===== src/rtl/ioat_pkg.sv =====
package ioat_pkg;
  localparam int FLAG_W = 16;
  localparam int OUT_BASE = 0;   // output-side byte
  localparam int IN_BASE = 8;    // input-side byte
  localparam int OUT_P0_BIT = OUT_BASE + 0;
  localparam int CARD_SEL_BIT = OUT_BASE + 1;
  localparam int OUT_PORT_FIRST = OUT_BASE + 2; // output port 1 lands here
  localparam int IN_P0_BIT = IN_BASE + 0;
  localparam int IN_PORT_FIRST = IN_BASE + 1;   // input port 1 lands here
  localparam int BUS_RST_BIT = IN_BASE + 7;

  typedef struct packed {
    logic [FLAG_W-1:0] setMask;
    logic [FLAG_W-1:0] clrMask;
  } flagCtrl_t;
endpackage


===== src/rtl/ioatQualify.sv =====
module ioatQualify
  import ioat_pkg::*;
#(
  parameter int OUT_PORTS = 5,
  parameter int IN_PORTS = 3,
  parameter int DATA_W = 32,
  localparam int LANES = FLAG_W / 8
) (
  input  logic [OUT_PORTS-1:0] outStrobe,
  input  logic [IN_PORTS-1:0]  inStrobe,
  input  logic                 cardSelStrobe,
  input  logic                 busResetStrobe,
  input  logic                 deviceSelected,
  input  logic                 outDmaZero,
  input  logic                 inDmaZero,
  input  logic                 hostWrEn,
  input  logic [DATA_W-1:0]    hostWdata,
  input  logic [DATA_W/8-1:0]  hostWstrb,
  output flagCtrl_t            ctrl
);
  logic [OUT_PORTS-1:0] outQual;
  logic [IN_PORTS-1:0]  inQual;
  logic [FLAG_W-1:0]    laneClr;

  // Data port 0 additionally waits for an exhausted transfer count.
  assign outQual[0] = outStrobe[0] & deviceSelected & outDmaZero;
  assign inQual[0]  = inStrobe[0] & deviceSelected & inDmaZero;

  genvar k;
  generate
    for (k = 1; k < OUT_PORTS; k++) begin : gOutPort
      assign outQual[k] = outStrobe[k] & deviceSelected;
    end
    for (k = 1; k < IN_PORTS; k++) begin : gInPort
      assign inQual[k] = inStrobe[k] & deviceSelected;
    end
    for (k = 0; k < LANES; k++) begin : gLane
      assign laneClr[k*8 +: 8] = (hostWrEn & hostWstrb[k]) ? hostWdata[k*8 +: 8] : 8'h00;
    end
  endgenerate

  always_comb begin
    ctrl = '0;
    ctrl.setMask[OUT_P0_BIT]   = outQual[0];
    ctrl.setMask[CARD_SEL_BIT] = cardSelStrobe;
    for (int i = 1; i < OUT_PORTS; i++)
      ctrl.setMask[OUT_PORT_FIRST + i - 1] = outQual[i];
    ctrl.setMask[IN_P0_BIT]   = inQual[0];
    for (int i = 1; i < IN_PORTS; i++)
      ctrl.setMask[IN_PORT_FIRST + i - 1] = inQual[i];
    ctrl.setMask[BUS_RST_BIT] = busResetStrobe;
    ctrl.clrMask = laneClr;
  end
endmodule


===== src/rtl/ioatFlags.sv =====
module ioatFlags
  import ioat_pkg::*;
#(
  parameter int STATUS_W = 3
) (
  input  logic                clk,
  input  logic                rstN,
  input  flagCtrl_t           ctrl,
  input  logic [STATUS_W-1:0] busStatus,
  output logic [FLAG_W-1:0]   flags,
  output logic                irq
);
  logic [FLAG_W-1:0]   flagsNext;
  logic [FLAG_W-1:0]   riseMask;
  logic [STATUS_W-1:0] statusPrev;
  logic                statusMoved;

  // Clear dominates a simultaneous set.
  assign flagsNext   = (flags | ctrl.setMask) & ~ctrl.clrMask;
  assign riseMask    = flagsNext & ~flags;
  assign statusMoved = (busStatus != statusPrev);

  always_ff @(posedge clk or negedge rstN) begin
    if (!rstN) begin
      flags      <= '0;
      statusPrev <= '0;
      irq        <= 1'b0;
    end else begin
      flags      <= flagsNext;
      statusPrev <= busStatus;
      irq        <= (|riseMask) | statusMoved;
    end
  end
endmodule


===== src/rtl/ioAccessTracker.sv =====
module ioAccessTracker
  import ioat_pkg::*;
#(
  parameter int OUT_PORTS = 5,
  parameter int IN_PORTS = 3,
  parameter int STATUS_W = 3,
  parameter int DATA_W = 32
) (
  input  logic                clk,
  input  logic                rstN,
  input  logic [OUT_PORTS-1:0] outStrobe,
  input  logic [IN_PORTS-1:0] inStrobe,
  input  logic                cardSelStrobe,
  input  logic                busResetStrobe,
  input  logic                deviceSelected,
  input  logic                outDmaZero,
  input  logic                inDmaZero,
  input  logic [STATUS_W-1:0] busStatus,
  input  logic                hostWrEn,
  input  logic [DATA_W-1:0]   hostWdata,
  input  logic [DATA_W/8-1:0] hostWstrb,
  output logic [DATA_W-1:0]   regRdata,
  output logic                irq
);
  flagCtrl_t         ctrl;
  logic [FLAG_W-1:0] flags;

  ioatQualify #(
    .OUT_PORTS(OUT_PORTS), .IN_PORTS(IN_PORTS), .DATA_W(DATA_W)
  ) i_qualify (
    .outStrobe(outStrobe), .inStrobe(inStrobe),
    .cardSelStrobe(cardSelStrobe), .busResetStrobe(busResetStrobe),
    .deviceSelected(deviceSelected), .outDmaZero(outDmaZero),
    .inDmaZero(inDmaZero), .hostWrEn(hostWrEn),
    .hostWdata(hostWdata), .hostWstrb(hostWstrb), .ctrl(ctrl)
  );

  ioatFlags #(.STATUS_W(STATUS_W)) i_flags (
    .clk(clk), .rstN(rstN), .ctrl(ctrl), .busStatus(busStatus),
    .flags(flags), .irq(irq)
  );

  assign regRdata = {{(DATA_W-FLAG_W){1'b0}}, flags};
endmodule


===== config.mk =====
export PLATFORM = sky130hd
export DESIGN_NAME = ioAccessTracker
export DESIGN_NICKNAME = d
export VERILOG_FILES = /design/src/rtl/ioat_pkg.sv /design/src/rtl/ioatQualify.sv /design/src/rtl/ioatFlags.sv /design/src/rtl/ioAccessTracker.sv
export SDC_FILE = /design/constraint.sdc
export NUM_CORES = 1
export LEC_CHECK = 0
export ABC_AREA = 1
export BUFFER_PORTS_ARGS = -buffer_cell sky130_fd_sc_hd__buf_2
export CORE_ASPECT_RATIO = 0.5
export CORE_MARGIN = 4
export CORE_UTILIZATION = 39
export DETAILED_ROUTE_END_ITERATION = 12
export GPL_TIMING_DRIVEN = 0
export PLACE_DENSITY_LB_ADDON = 0.25
export SYNTH_ARGS = -nofsm -noshare
export SYNTH_HDL_FRONTEND = slang
export SYNTH_SLANG_ARGS = --single-unit

===== constraint.sdc =====
create_clock -name clk -period 0.95 [get_ports clk]
set_input_delay 0.095 -clock clk [delete_from_list [all_inputs] [get_ports clk]]
set_output_delay 0.095 -clock clk [all_outputs]
set_load 0.01 [all_outputs]

==> results <==
- The number of iterations in the first detailed-routing pass is 2.
- The number of pins exceeding their max-slew limit in the final report was 0.
- The checks that failed: setup timing.
- The leftover overflow at the end of global routing is 0.
- The worst min-delay path endpoint is i_flags.flags[13].
- The die covers a little under 0.004 mm^2.
- For this block, the via count after detailed routing is roughly 1000.
- Counting instances in the post-synthesis netlist gives the leading cell types as 29 x sky130_fd_sc_hd__inv_1, 29 x sky130_fd_sc_hd__nand2_1, 20 x sky130_fd_sc_hd__dfrtp_1.
- At the placement stage, the worst setup path has a slack of -0.002246 ns.
- The net count reported at finish is approximately 270.
- For this configuration, the core starts out at a cell density of between 40% and 50%.
- The routed length per placed instance is 10.04 um.
- The number of warnings reported in the yosys synthesis log is 0.
- After filler insertion, the fill cell instance count of the layout stands at roughly 270.
- The dominant synthesized flop cell is sky130_fd_sc_hd__dfrtp_1.
- The start-to-end type of the worst setup path is flip-flop to flip-flop.
- The clock root buffer is sky130_fd_sc_hd__clkbuf_8.
- The largest net degree at the start of global routing is 21.
- The cell area power density is between 1000 and 1500 mW/mm^2.
- The worst hold path passes through 4 cells.
- In this run the critical register-to-register path is captured at i_flags.irq.
- The worst hold path belongs to the class input pin to flip-flop.
- The setup slack of the worst register-to-register path is -0.02 ns.
- The multi-input combinational cells in the finished layout cover a total of 406.6 um^2.
- The number of global-route vias before repair is roughly 950.
- Sequential cells were found to cover around 45% of the synthesized design area.
- The number of buffers added by the clock tree synthesis step is 3.
- The insertion delay to the later sink of the worst-skew pair is around 0.25 ns.
- The share of async-settable or async-resettable flops after synthesis is between 90% and 100%.
- The worst register-to-register path has a depth of 6.
- Across the routed clock network, the largest skew measured is roughly 0.0018 ns.
- The number of antenna diodes is 0.
- The number of max-cap violations is 0.
- After the first detailed-routing iteration, the DRC count stood at 21.
- The initial antenna violation count is 0.
- The CTS tree is built.
- The number of buffers inserted by port buffering is between 50 and 60.
- The area of the core is between 0.002 and 0.003 mm^2.
- The arrival time of the worst setup path is ~1.1 ns.
- The post-placement cell count is between 200 and 250.
- Summed over its instances, the top area cell type makes up between 40 and 50% of the synthesized netlist area.
- Compared with the post-synthesis result, the final layout area differs by 40.58%.
- In this run the worst path has a maximum fanout of 2.
- By area, the combinational part of the netlist is dominated by simple AND/OR/NAND/NOR gates.
- The clock passes through at most 2 buffers.
- The number of instances in the synthesized netlist is ~140.
- The final weighted congestion in routability-driven placement is roughly 0.8.
- STA classifies the critical path endpoint as a flip-flop.
- In this run the number of H-tree levels came out at 1.
- In this run the critical register-to-register path is launched from i_flags.statusPrev[0].
- The fraction of final layout cells with drive strength greater than 1 is 38.07%.
- Setup repair after global routing could not meet its margin everywhere.
- The mapped netlist covers 0.001122 mm^2.
- The data required time at the worst endpoint is 1.09 ns.
- For this run, the share of the core covered by cells in the final layout is 59.15%.
- The worst-case IR drop observed on VDD is 0.6518 mV.
- After routing the design area is between 0.0015 and 0.002 mm^2.
- The floorplan step set the die height to between 40 and 50 um.
- The share of the synthesized area in compound gates (AO/OA/AOI/OAI) is a little under 5%.
- Yosys mapped a number of flops with a built-in enable equal to 0.
- Of the total synthesized cell area, the portion taken by AND, OR, NAND and NOR gates is between 20% and 30%.
- The number of nets still failing antenna checks after routing is 0.
- The xor/xnor share of the synthesized area is less than 1%.
- The number of hold-slack violations in the final timing report is 0.
- The HPWL after detailed placement is ~2100 um.
- The synthesized netlist devotes 0% of its cell area to adder and majority cells.
- The worst hold path begins at hostWdata[13].
- After detailed routing, the total wire length is between 2000 and 3000 um.
- Based on the critical path, the design can be clocked at up to slightly above 1000 MHz.
- The multiplexer share of the synthesized area is 0%.
- Ranked by total cell area, the synthesized netlist is headed by sky130_fd_sc_hd__dfrtp_1 45%, sky130_fd_sc_hd__buf_4 11%, sky130_fd_sc_hd__inv_1 9.7%, sky130_fd_sc_hd__nand2_1 9.7%, sky130_fd_sc_hd__nand3_1 5.8%.
- For this design the top-level I/O count stands at 88.
- The post-route DRC violation count is 0.
- The minimum clock period is slightly below 1 ns.
- The worst setup path is launched from a flip-flop.
- In the finished design, the share of the clock period the worst path needs comes to 101.7%.
- The instance area after placement is about 0.0015 mm^2.
- The library cell occupying the most area in the post-synthesis netlist is sky130_fd_sc_hd__dfrtp_1.
- In this run the core area contains 13 standard-cell rows.
- The number of distinct library cell variants in the gate-level netlist after synthesis is 20.
- The flow ran to the end, but the final reports show violations.
- The sequential cell area is 500.5 um^2.
- The register clock-pin slew on the reported worst setup and hold paths is 0.07 ns.
- The global-route wire length before repair is 4167 um.
- Averaged over all synthesized cells, the footprint is 7.794 um^2.
- The design draws between 2 and 2.5 mW.
- The global routing usage summed across all routing layers is 14.09%.
- In this run, synthesis produced a sequential element count of 20.
- The via density per instance is approximately 4.0.
- The clock sink count is 20.
- Summed over all cells, the static leakage comes to between 0.9 and 1 nW.
- Measured along the x axis, the die boundary spans 83.87 um.
- Once routing completed, OpenROAD measured the worst setup slack at -0.01579 ns.
- For this run, the number of standard cells in the final layout without fillers is 255.
- The total setup buffers inserted after CTS is 0.
- The number of failing setup endpoints in the final timing report is 1.
==> report_power, final <==
part / switching, mW / internal [mW] / leakage (nW) / total (mW)
Clock: 0.278 / 0.369 / 0.0288 / 0.646
Combinational: 0.237 / 0.220 / 0.716 / 0.456
Sequential: 0.0376 / 0.913 / 0.238 / 0.951
Total: 0.552 / 1.50 / 0.983 / 2.05
==> metal layers <==
layer,vias up,track usage [%],part of all wire (%)
met5,-,0,0
met3,2,4.874,8.7
met4,0,3.846,0.94
met2,33,27.01,51
li1,540,-,-
met1,439,15.42,39
==> placed cells by master, fill, tap and decap left out, types with 5 or more instances in the layout <==
cell                       synthesis  routed
sky130_fd_sc_hd__nand3_1          13      13
sky130_fd_sc_hd__inv_1            29      29
sky130_fd_sc_hd__o21ai_0           8       8
sky130_fd_sc_hd__nand3b_1          5       5
sky130_fd_sc_hd__buf_2             1      52
sky130_fd_sc_hd__dfrtp_1          20      20
sky130_fd_sc_hd__nor2_1            6       5
sky130_fd_sc_hd__buf_4            16      16
sky130_fd_sc_hd__nand2_1          29      29
sky130_fd_sc_hd__conb_1            1      16
==> critical path: stages (launching register included) <==
cell and delay (ns):
sky130_fd_sc_hd__dfrtp_1 0.39, sky130_fd_sc_hd__nand2_1 0.07, sky130_fd_sc_hd__nand2_1 0.06, sky130_fd_sc_hd__nor2_2 0.10, sky130_fd_sc_hd__nand3_1 0.08, sky130_fd_sc_hd__nor2_1 0.09
sky130_fd_sc_hd__nand3_1 0.06
==> registers in the layout, indices dropped and copies added (netlist names) <==
| register | flops |
|---|---|
| i_flags.flags | 16 |
| i_flags.irq | 1 |
| i_flags.statusPrev | 3 |
==> area by class of cell <==
| cell class | count | area share, % |
|---|---|---|
| Inverter | 35 | 8.723 |
| Multi-Input combinational cell | 86 | 25.77 |
| Tap cell | 37 | 2.934 |
| Sequential cell | 20 | 31.72 |
| Clock buffer | 4 | 3.489 |
| Buffer | 18 | 8.644 |
| Timing Repair Buffer | 55 | 18.72 |
==> repair_timing <==
| item | 4_1_cts | 5_1_grt |
|---|---|---|
| gates resized for setup | 0 | 1 |
| setup endpoints to repair | 1 | 1 |
| hold buffers | 4 | 0 |
| pin swaps | 1 | 0 |
| gates cloned | 0 | 0 |
| hold endpoints to repair | 23 | 0 |
==> worst max-delay path by stage <==
stage                           from           to  slack [ns]  cells past startpoint
6_report       i_flags.statusPrev[0]  i_flags.irq       -0.02                      6
5_1_grt        i_flags.statusPrev[0]  i_flags.irq       -0.14                      7
3_3_place_gp   i_flags.statusPrev[1]  i_flags.irq       0.007                      6
4_1_cts        i_flags.statusPrev[0]  i_flags.irq      -0.009                      6
2_1_floorplan  i_flags.statusPrev[1]  i_flags.irq        0.09                      6
3_5_place_dp   i_flags.statusPrev[1]  i_flags.irq      -0.002                      6
==> through the flow <==
step	hold WS (ns)	TNS, ns
final	0.05948	-0.01579
after global routing	0.07314	-0.1365
after CTS	0.05659	-0.009500
after detailed placement	0.07167	-0.002246
after global placement	0.06812	0
after floorplan	-0.2006	0
==> cells by family (layout without fill, tap and decap cells) <==
logic type / after synthesis / in the layout
AOI/OAI and AO/OA: 10 / 10
other: 1 / 16
DFF: 20 / 20
and+or+nand+nor: 59 / 59
xor gates and xnor gates: 1 / 1
buffers and inverters: 53 / 112
No activity file was read; power rests on OpenSTA's default activity.
